File: config.mk
export PLATFORM = sky130hd
export DESIGN_NAME = lat_arbiter
export DESIGN_NICKNAME = d
export VERILOG_FILES = /design/src/rtl/lat_arbiter.sv
export SDC_FILE = /design/constraint.sdc
export NUM_CORES = 1
export LEC_CHECK = 0
export ABC_CLOCK_PERIOD_IN_PS = 13450
export BUFFER_PORTS_ARGS = -buffer_cell sky130_fd_sc_hd__buf_4
export CORE_MARGIN = 3
export CORE_UTILIZATION = 50
export DETAILED_ROUTE_END_ITERATION = 12
export GPL_ROUTABILITY_DRIVEN = 0
export GPL_TIMING_DRIVEN = 0
export PLACE_DENSITY = 0.7
export SLEW_MARGIN = 20
export SYNTH_ARGS = -nofsm -noshare
export SYNTH_HDL_FRONTEND = slang
export SYNTH_SLANG_ARGS = --single-unit
File: constraint.sdc
create_clock -name clk -period 13.45 [get_ports clk]
set_input_delay 0.6725 -clock clk [delete_from_list [all_inputs] [get_ports clk]]
set_output_delay 0.6725 -clock clk [all_outputs]
set_load 0.02 [all_outputs]
File: src/rtl/lat_arbiter.sv
module lat_arbiter #(
  parameter int N  = 4,
  parameter int LW = 8
) (
  input  logic            clk,
  input  logic            rst_n,
  input  logic [N-1:0]    req_n,
  input  logic [N*LW-1:0] lat_cfg,
  input  logic            frame_n,
  input  logic            irdy_n,
  output logic [N-1:0]    gnt_n
);
  localparam int IW = (N > 1) ? $clog2(N) : 1;

  logic [LW-1:0] lat [N];
  logic [IW-1:0] cur_q, last_q, win, cand;
  logic [LW-1:0] best;
  logic          started_q, idle_q, found, busy, start_evt, move;

  for (genvar g = 0; g < N; g++) begin : g_lat
    assign lat[g] = lat_cfg[g*LW +: LW];
  end

  assign busy      = ~frame_n | ~irdy_n;
  assign start_evt = ~started_q & ~frame_n & idle_q;

  always_comb begin
    found = 1'b0;
    win   = cur_q;
    best  = '1;
    cand  = '0;
    for (int k = 1; k <= N; k++) begin
      cand = IW'((int'(last_q) + k) % N);
      if (!req_n[cand] && !(started_q && cand == cur_q) &&
          (!found || lat[cand] < best)) begin
        found = 1'b1;
        win   = cand;
        best  = lat[cand];
      end
    end
  end

  always_comb begin
    if (start_evt)      move = 1'b0;
    else if (started_q) move = found;
    else                move = found && (win != cur_q) &&
                               (req_n[cur_q] || (busy && lat[win] < lat[cur_q]));
  end

  always_ff @(posedge clk or negedge rst_n) begin
    if (!rst_n) begin
      cur_q     <= '0;
      last_q    <= IW'(N - 1);
      started_q <= 1'b0;
      idle_q    <= 1'b1;
    end else begin
      idle_q <= ~busy;
      if (start_evt) begin
        started_q <= 1'b1;
        last_q    <= cur_q;
      end else if (move) begin
        cur_q     <= win;
        started_q <= 1'b0;
      end
    end
  end

  always_comb begin
    gnt_n        = '1;
    gnt_n[cur_q] = 1'b0;
  end
endmodule

# Yosys cells after proc, flatten, opt, wreduce, memory -nomap -nowiden
# Index checks and enable logic that the tools add are counted.
# word_totals
ff_bits,6
input_bits,40
word_cells,121
# classes
add_sub_neg,4
order_cmp,16
n_eq_ne,5
mux,45
bitwise_logic,15
n_reduce_logical,32
# op_table
op,count
$mux W8,15
$bmux W8 S2,6
$lt A8 B8 Y1,4
$ge A3 B3 Y1 const B,6
$not A2 Y3,6
$logic_and A1 B1 Y1,15
$lt A2 B3 Y1 const B,5
$mux W1,14
$logic_not A1 Y1,11
$bmux W1 S2,5
$eq A2 B2 Y1,4
$mux W2,4
$not A1 Y1,5
$add A2 B1 Y2 const B,2
$add A2 B2 Y2 const B,2
$logic_or A1 B1 Y1,4
$not A4 Y4,1
$and A1 B1 Y1,2
$demux W1 S2,1
$ge A2 B1 Y1 const B,1
$ne A2 B2 Y1,1
$reduce_and A2 Y1,1
$reduce_bool A2 Y1,1
$or A1 B1 Y1,1

# Depth between registers and ports, before layout
# Gate-level depths: netlist of the first run.
# depth
word_depth,30
depth_mapped,51
mapped_depth_nobuf,43

# Worst setup path after synthesis of the first run
# OpenSTA, ideal clock, no wires.
# synth_timing
path_type,register -> register
startpoint,reg last_q[0]
endpoint,reg cur_q[0]
arrival_ns,9.371
required_ns,13.371
setup_slack_ns,3.999
stages_incl_launch_ff,47
cell_sequence,dfstp_2 -> buf_6 -> buf_2 -> buf_2 -> clkbuf_1 -> buf_1 -> clkbuf_1 -> mux2i_1 -> nand2_1 -> a21oi_1 -> ha_1 -> and2_1 -> nor2b_1 -> a32oi_1 -> a21oi_1 -> o21a_1 -> clkbuf_1 -> a21oi_1 -> (+11 left out) -> a21o_1 -> a21oi_1 -> o21bai_1 -> a2111oi_0 -> o21ai_1 -> o211a_1 -> nor3_2 -> clkbuf_1 -> o21ai_1 -> ha_1 -> a21oi_1 -> nor2b_1 -> o21ai_0 -> o21ai_0 -> nor3_1 -> o211ai_2 -> a21oi_1 -> mux2i_1
# synth_via
elab_chain_cells,29
word_cells_on_any_way,84
classes_between,add/sub (4); order compare (4); eq/ne (5); mux (36); bitwise (5); reduce/logical (30)
# synth_lines
item,line_no,source
from (decl),16,"logic [IW-1:0] cur_q, last_q, win, cand;"
from (signal assigned),53,last_q <= IW'(N - 1);
from (signal assigned),60,last_q <= cur_q;
$add A2 B1 Y2,33,cand = IW'((int'(last_q) + k) % N);
"$not A2 Y3 (not written as such), or another cell as far along",38,best = lat[cand];
"$bmux W8 S2, or another cell as far along",38,
$mux W8 (not written as such) / $logic_not A1 Y1 (equally long branches),"38, 34",
$mux W8 (not written as such) / $logic_and A1 B1 Y1 (equally long branches),"38, 34",
$mux W8 / $mux W1 (equally long branches),34,if (!req_n[cand] && !(started_q && cand == cur_q) &&
$lt A8 B8 Y1 / $logic_not A1 Y1 (equally long branches),35,(!found || lat[cand] < best)) begin
$logic_or A1 B1 Y1,35,
(+12 left out),--,
$mux W8 (not written as such) (2 in a row),47,(req_n[cur_q] || (busy && lat[win] < lat[cur_q]));
$lt A8 B8 Y1,47,
$logic_and A1 B1 Y1,47,
$logic_or A1 B1 Y1,47,
$logic_and A1 B1 Y1,46,else move = found && (win != cur_q) &&
$mux W1,45,else if (started_q) move = found;
$mux W1,44,if (start_evt) move = 1'b0;
$reduce_and A2 Y1 (no line),--,
to (signal assigned),62,cur_q <= win;
to (decl),16,
# Several ways; a longest one is shown, not always the timed one. The select of a mux whose other input is x is not followed.
# A chain may end at the register's enable or synchronous reset.

# Worst setup path in the final report of the first run
# Ends and elaborated chain as after synthesis.

==> results.cfg, run 1 <==
[finish]
fin_nets = 483
drive_above_1_share_pct = 27.2
antennaDiodeCount = 0
area_growth_syn_to_layout_pct = 14.6

[logic_synthesis]
syn-num-nets = 435
yosys-top-cells-count = nand2_1 (41), mux4_2 (31), mux2i_1 (29)
yosysUniqueCellTypes = 65
syn_inst = 368
avgSynthCellArea_um2 = 8.59
ys_async_sr_fraction_pct = 100
ys_seq_area_share_pct = 4.87
yosys_warnings = 0
synthTopCellsByArea = mux4_2 (22%), ha_1 (11%), mux2i_1 (9.2%)
synth_area_mm2 = 0.00316
synthFlopType = dfstp_2
netlist.area_leader.share_pct = 22.1
synth_largest_area_cell = mux4_2
synth_edf_count = 0
ys_ff_latch = 6
synthMostInstantiatedCell = nand2_1

[timing]
fin_crit_sh_pct = 84.7
rsz0062_at_grt = false
hold_viol = 0
slew_violations = 0
worstMarginPinSlew_ns = 0.746
period_needed_ns = 11.39
tns_ns = 0
holdWs_ns = 0.247
clock_skew_ns = 0.00199
fmax_ghz = 0.0878
slew_headroom_pct = 50.3
setup_violations = 0

[detailed_routing]
num_vias = 3162
drt_iter0_drc = 283
drc = 0
drt_pass1_iterations = 5
wl_um = 8880
wl_per_cell_um = 18.1
drtAntennaViolNets = 0
via_per_inst = 6.45

[clock_tree]
htreeDepth = 1
ctsResizeCount = 0
clk_latency_ns = 0.22
postCtsSetupRepairBufs = 0
cts_hold_buf = 0
clk_pin_slew_ns = 0.04
clock_path_buffers = 2
cts_tree = built
clock_sinks = 6
root_buffer = clkbuf_8
cts_buffers = 3

[hold_path]
hp-class = input port to asynchronous set/reset pin

[worst_setup_path]
regToRegEndpoint = cur_q[0]
cp_max_fo = 10
crit_family = compound AO/OA/AOI/OAI gates
r2r_cells = 45
critPathBufInv = 8
slowest_delay_ns = 0.59
rrSetupSlack_ns = 2.06
cp-start-kind = flip-flop
critPathArrivalTime_ns = 11.53
required_ns = 13.59
crit_type = flip-flop to flip-flop
cp-end-kind = flip-flop
crit_top_cell = a21oi_1
slowest_stage = clkbuf_1
r2r_start = last_q[0]

[global_route]
gr-total-overflow = 0
antenna_found_initial = 0
grt_pass1_wl_um = 14600
grt_pass1_vias = 2903
grtUsageTotal_pct = 24.4
grt_max_degree = 11

[die]
core_area_mm2 = 0.00603
die_y_um = 85.5
rows = 28
start_util_pct = 52.5
ios = 44
die-area_mm2 = 0.00731
die_w_um = 85.5

[flow_run]
max_cap_viol_count = 0

[place]
post-dp-hpwl_um = 7260
portBuffers = 43

[status]
status = complete, no violations
## worst max path at each step
stage	start	end	slack, ns	cells after the start
floorplan	last_q[0]	cur_q[0]	4.00	46
global placement	last_q[0]	cur_q[0]	2.23	45
detailed placement	last_q[0]	cur_q[0]	2.16	45
CTS	last_q[0]	cur_q[0]	2.12	45
global route	last_q[0]	cur_q[0]	1.02	48
finish	last_q[0]	cur_q[0]	2.06	45
## layer usage
metal	up-vias	wire (µm)	track usage, %	share of wire [%]
met3	4	586	4.23	6.6
li1	1522	-	-	-
met4	0	40	2.01	0.45
met1	1502	4190	36.9	47
met2	134	4060	37.9	46
met5	-	0	0	0
## logic make-up (layout without fill, tap and decap cells)
logic type | after synthesis | after routing | synth area share [%]
fa+ha+maj | 27 | 27 | 10.7
compound gates | 109 | 109 | 24.0
mux | 74 | 74 | 36.9
buf+inv | 43 | 90 | 6.02
simple gates | 106 | 106 | 16.5
flops | 6 | 6 | 4.87
xor+xnor | 3 | 3 | 1.07
## final cells by class
class	instances	area, µm²
Tap cell	75	93.8
Buffer	23	115
Fill cell	572	2400
Multi-Input combinational cell	319	2820
Timing Repair Buffer	43	323
Clock buffer	4	45.0
Inverter	20	75.1
Sequential cell	6	154
## stage by stage
stage | cells | instance area [µm²] | util [%] | setup WS (ns)
finish | 490 | 3620 | 60.1 | 2.06
global route | 490 | 3620 | 60.1 | 1.02
CTS | 490 | 3620 | 60.1 | 2.12
detailed placement | 486 | 3580 | 59.4 | 2.16
global placement | 486 | 3580 | 59.4 | 2.23
floorplan | 368 | 3160 | - | 4.00
## flip-flops by register name, summed over array words and instances, names as in the netlist
name       count
cur_q          2
last_q         2
idle_q         1
started_q      1
## cell usage in the layout (no fill, tap or decap), drive strengths merged, types with 2 or more instances in the layout
cell type	instances
o211a	3
mux2i	29
o21a	7
buf	58
o21ai	28
a21o	8
o221ai	2
and3b	2
a31oi	3
mux2	14
o21bai	2
a21oi	28
mux4	31
o211ai	3
xnor2	2
and2	4
nor3b	2
nor2	20
dfrtp	3
o31ai	4
nand4	4
ha	27
nand2	43
clkbuf	12
a211o	2
a31o	2
o22ai	3
nor2b	7
o311ai	2
nor3	9
dfstp	3
inv	20
nand3	2
a2111oi	2
nand2b	9
Power of run 1 is left out: the tool's default activity adds up to more than one toggle a clock period on the data nets, which glitch-free logic cannot reach.
==> inputs of run 2 (changes only) <==
--- a/config.mk
+++ b/config.mk
@@ -5,14 +5,14 @@
 export SDC_FILE = /design/constraint.sdc
 export NUM_CORES = 1
 export LEC_CHECK = 0
-export ABC_CLOCK_PERIOD_IN_PS = 13450
+export ABC_CLOCK_PERIOD_IN_PS = 9440
 export BUFFER_PORTS_ARGS = -buffer_cell sky130_fd_sc_hd__buf_4
 export CORE_MARGIN = 3
 export CORE_UTILIZATION = 50
 export DETAILED_ROUTE_END_ITERATION = 12
 export GPL_ROUTABILITY_DRIVEN = 0
 export GPL_TIMING_DRIVEN = 0
-export PLACE_DENSITY = 0.7
+export PLACE_DENSITY = 0.73
 export SLEW_MARGIN = 20
 export SYNTH_ARGS = -nofsm -noshare
 export SYNTH_HDL_FRONTEND = slang
==> constraint.sdc (replaced) <==
create_clock -name clk -period 9.44 [get_ports clk]
set_input_delay 0.472 -clock clk [delete_from_list [all_inputs] [get_ports clk]]
set_output_delay 0.472 -clock clk [all_outputs]
set_load 0.02 [all_outputs]
==> results.cfg, run 2 (synthesized netlist as in run 1, its figures left out) <==
[timing]
period_needed_ns = 9.15
setup_violations = 0
holdWs_ns = 0.0456
slew_headroom_pct = 50.0
worstMarginPinSlew_ns = 0.751
fin_crit_sh_pct = 96.9
tns_ns = 0
fmax_ghz = 0.109
clock_skew_ns = 0.000924
hold_viol = 0
slew_violations = 0

[global_route]
grtUsageTotal_pct = 24.8
antenna_found_initial = 0
met2_usage_pct = 40.9
use_met1_pct = 37.1
gr-total-overflow = 0
grt_pass1_vias = 2972
grt_max_degree = 20
grt_pass1_wl_um = 14800
use_met3_pct = 1.44
grt.busiest_layer = met2

[worst_setup_path]
rrSetupSlack_ns = 0.29
critPathArrivalTime_ns = 9.30
cp_max_fo = 11
slowest_delay_ns = 0.51
cp-start-kind = flip-flop
slowest_stage = dfstp_2
crit_top_cell = ha_1
cp-end-kind = flip-flop
crit_type = flip-flop to flip-flop
required_ns = 9.59

[flow_run]
max_cap_viol_count = 0

[die]
ios = 44
rows = 28
die_y_um = 85.5
die_w_um = 85.5
start_util_pct = 52.5
core_area_mm2 = 0.00603
die-area_mm2 = 0.00731

[finish]
n_fill_cell = 509
final_common_cell = buf_4
drive_above_1_share_pct = 35.5
area_growth_syn_to_layout_pct = 21.9
mostFrequentLayoutCells = buf_4 (56), nand2_1 (41), mux4_2 (31), ha_1 (27), mux2i_1 (25)
antennaDiodeCount = 0
fin_nets = 491
fin_cells = 498
largest_registers = cur_q (2), last_q (2)

[place]
portBuffers = 43
placedCellCount = 486
post-dp-hpwl_um = 7330

[detailed_routing]
via_per_inst = 6.58
drc = 0
wl_per_cell_um = 18.8
drtAntennaViolNets = 0
num_vias = 3277
drt_iter0_drc = 306
wl_um = 9380
drt_pass1_iterations = 5

[clock_tree]
cts_buffers = 3
cts_tree = built
clock_path_buffers = 2
clk_latency_ns = 0.23
root_buffer = clkbuf_8
htreeDepth = 1
clk_pin_slew_ns = 0.04
cts_hold_buf = 0
clock_sinks = 6

[hold_path]
hp-class = input port to asynchronous set/reset pin

[status]
status = complete, no violations
==> run 2: changes by cell type in the layout (fill, tap and decap cells not counted), sizes merged <==
cell    previous run  this run
buf               58        68
clkbuf            12         9
o21a               7         8
==> run 2: metrics by stage <==
step           util [%]  setup slack (ns)  instance area, µm²
6_report           64.0             0.291                3850
3_3_place_gp       59.4             -1.84                3580
4_1_cts            61.0            0.0284                3670
5_1_grt            64.0           -0.0896                3850
2_1_floorplan         -           0.00747                3160
3_5_place_dp       59.4             -2.08                3580
==> run 2: path summary, 6_finish.rpt <==
kind | start | endpoint | cells after the start
hold / removal | rst_n | started_q | 1
setup / recovery | last_q[0] | cur_q[0] | 42
max in group asynchronous | rst_n | last_q[0] | 1
setup reg to reg | last_q[0] | cur_q[0] | 42
hold reg to reg | idle_q | started_q | 2
min in group clk | irdy_n | idle_q | 2
==> run 2: metal layers <==
metal	routed length, µm	up-vias
met5	0	-
met4	108	0
met3	632	10
met2	4470	132
met1	4170	1601
li1	-	1534
==> run 2: cell type report <==
type | count | area, µm² | area share [%]
Multi-Input combinational cell | 320 | 2940 | 76.4
Timing Repair Buffer | 53 | 398 | 10.3
Sequential cell | 6 | 154 | 3.99
Buffer | 20 | 145 | 3.77
Tap cell | 75 | 93.8 | 2.44
Inverter | 20 | 75.1 | 1.95
Clock buffer | 4 | 45.0 | 1.17
==> run 2: worst max-delay path: cells and delay by family (launching register included) <==
family,cells,cell delay [ns]
multiplexers,4,1.19
adder cells (fa/ha/maj),4,1.07
buffers and inverters,4,0.70
AO/OA/AOI/OAI,20,3.84
flip-flops,1,0.51
AND/OR/NAND/NOR,10,1.74
==> run 2: repair_timing <==
item,4_1_cts,5_1_grt
endpoints found under the setup margin,2,2
hold endpoints to repair,0,0
gates resized for setup,18,29
buffers inserted,1,9
cloned,0,1
pin swaps,1,5
Power of run 2 is left out for the same reason.
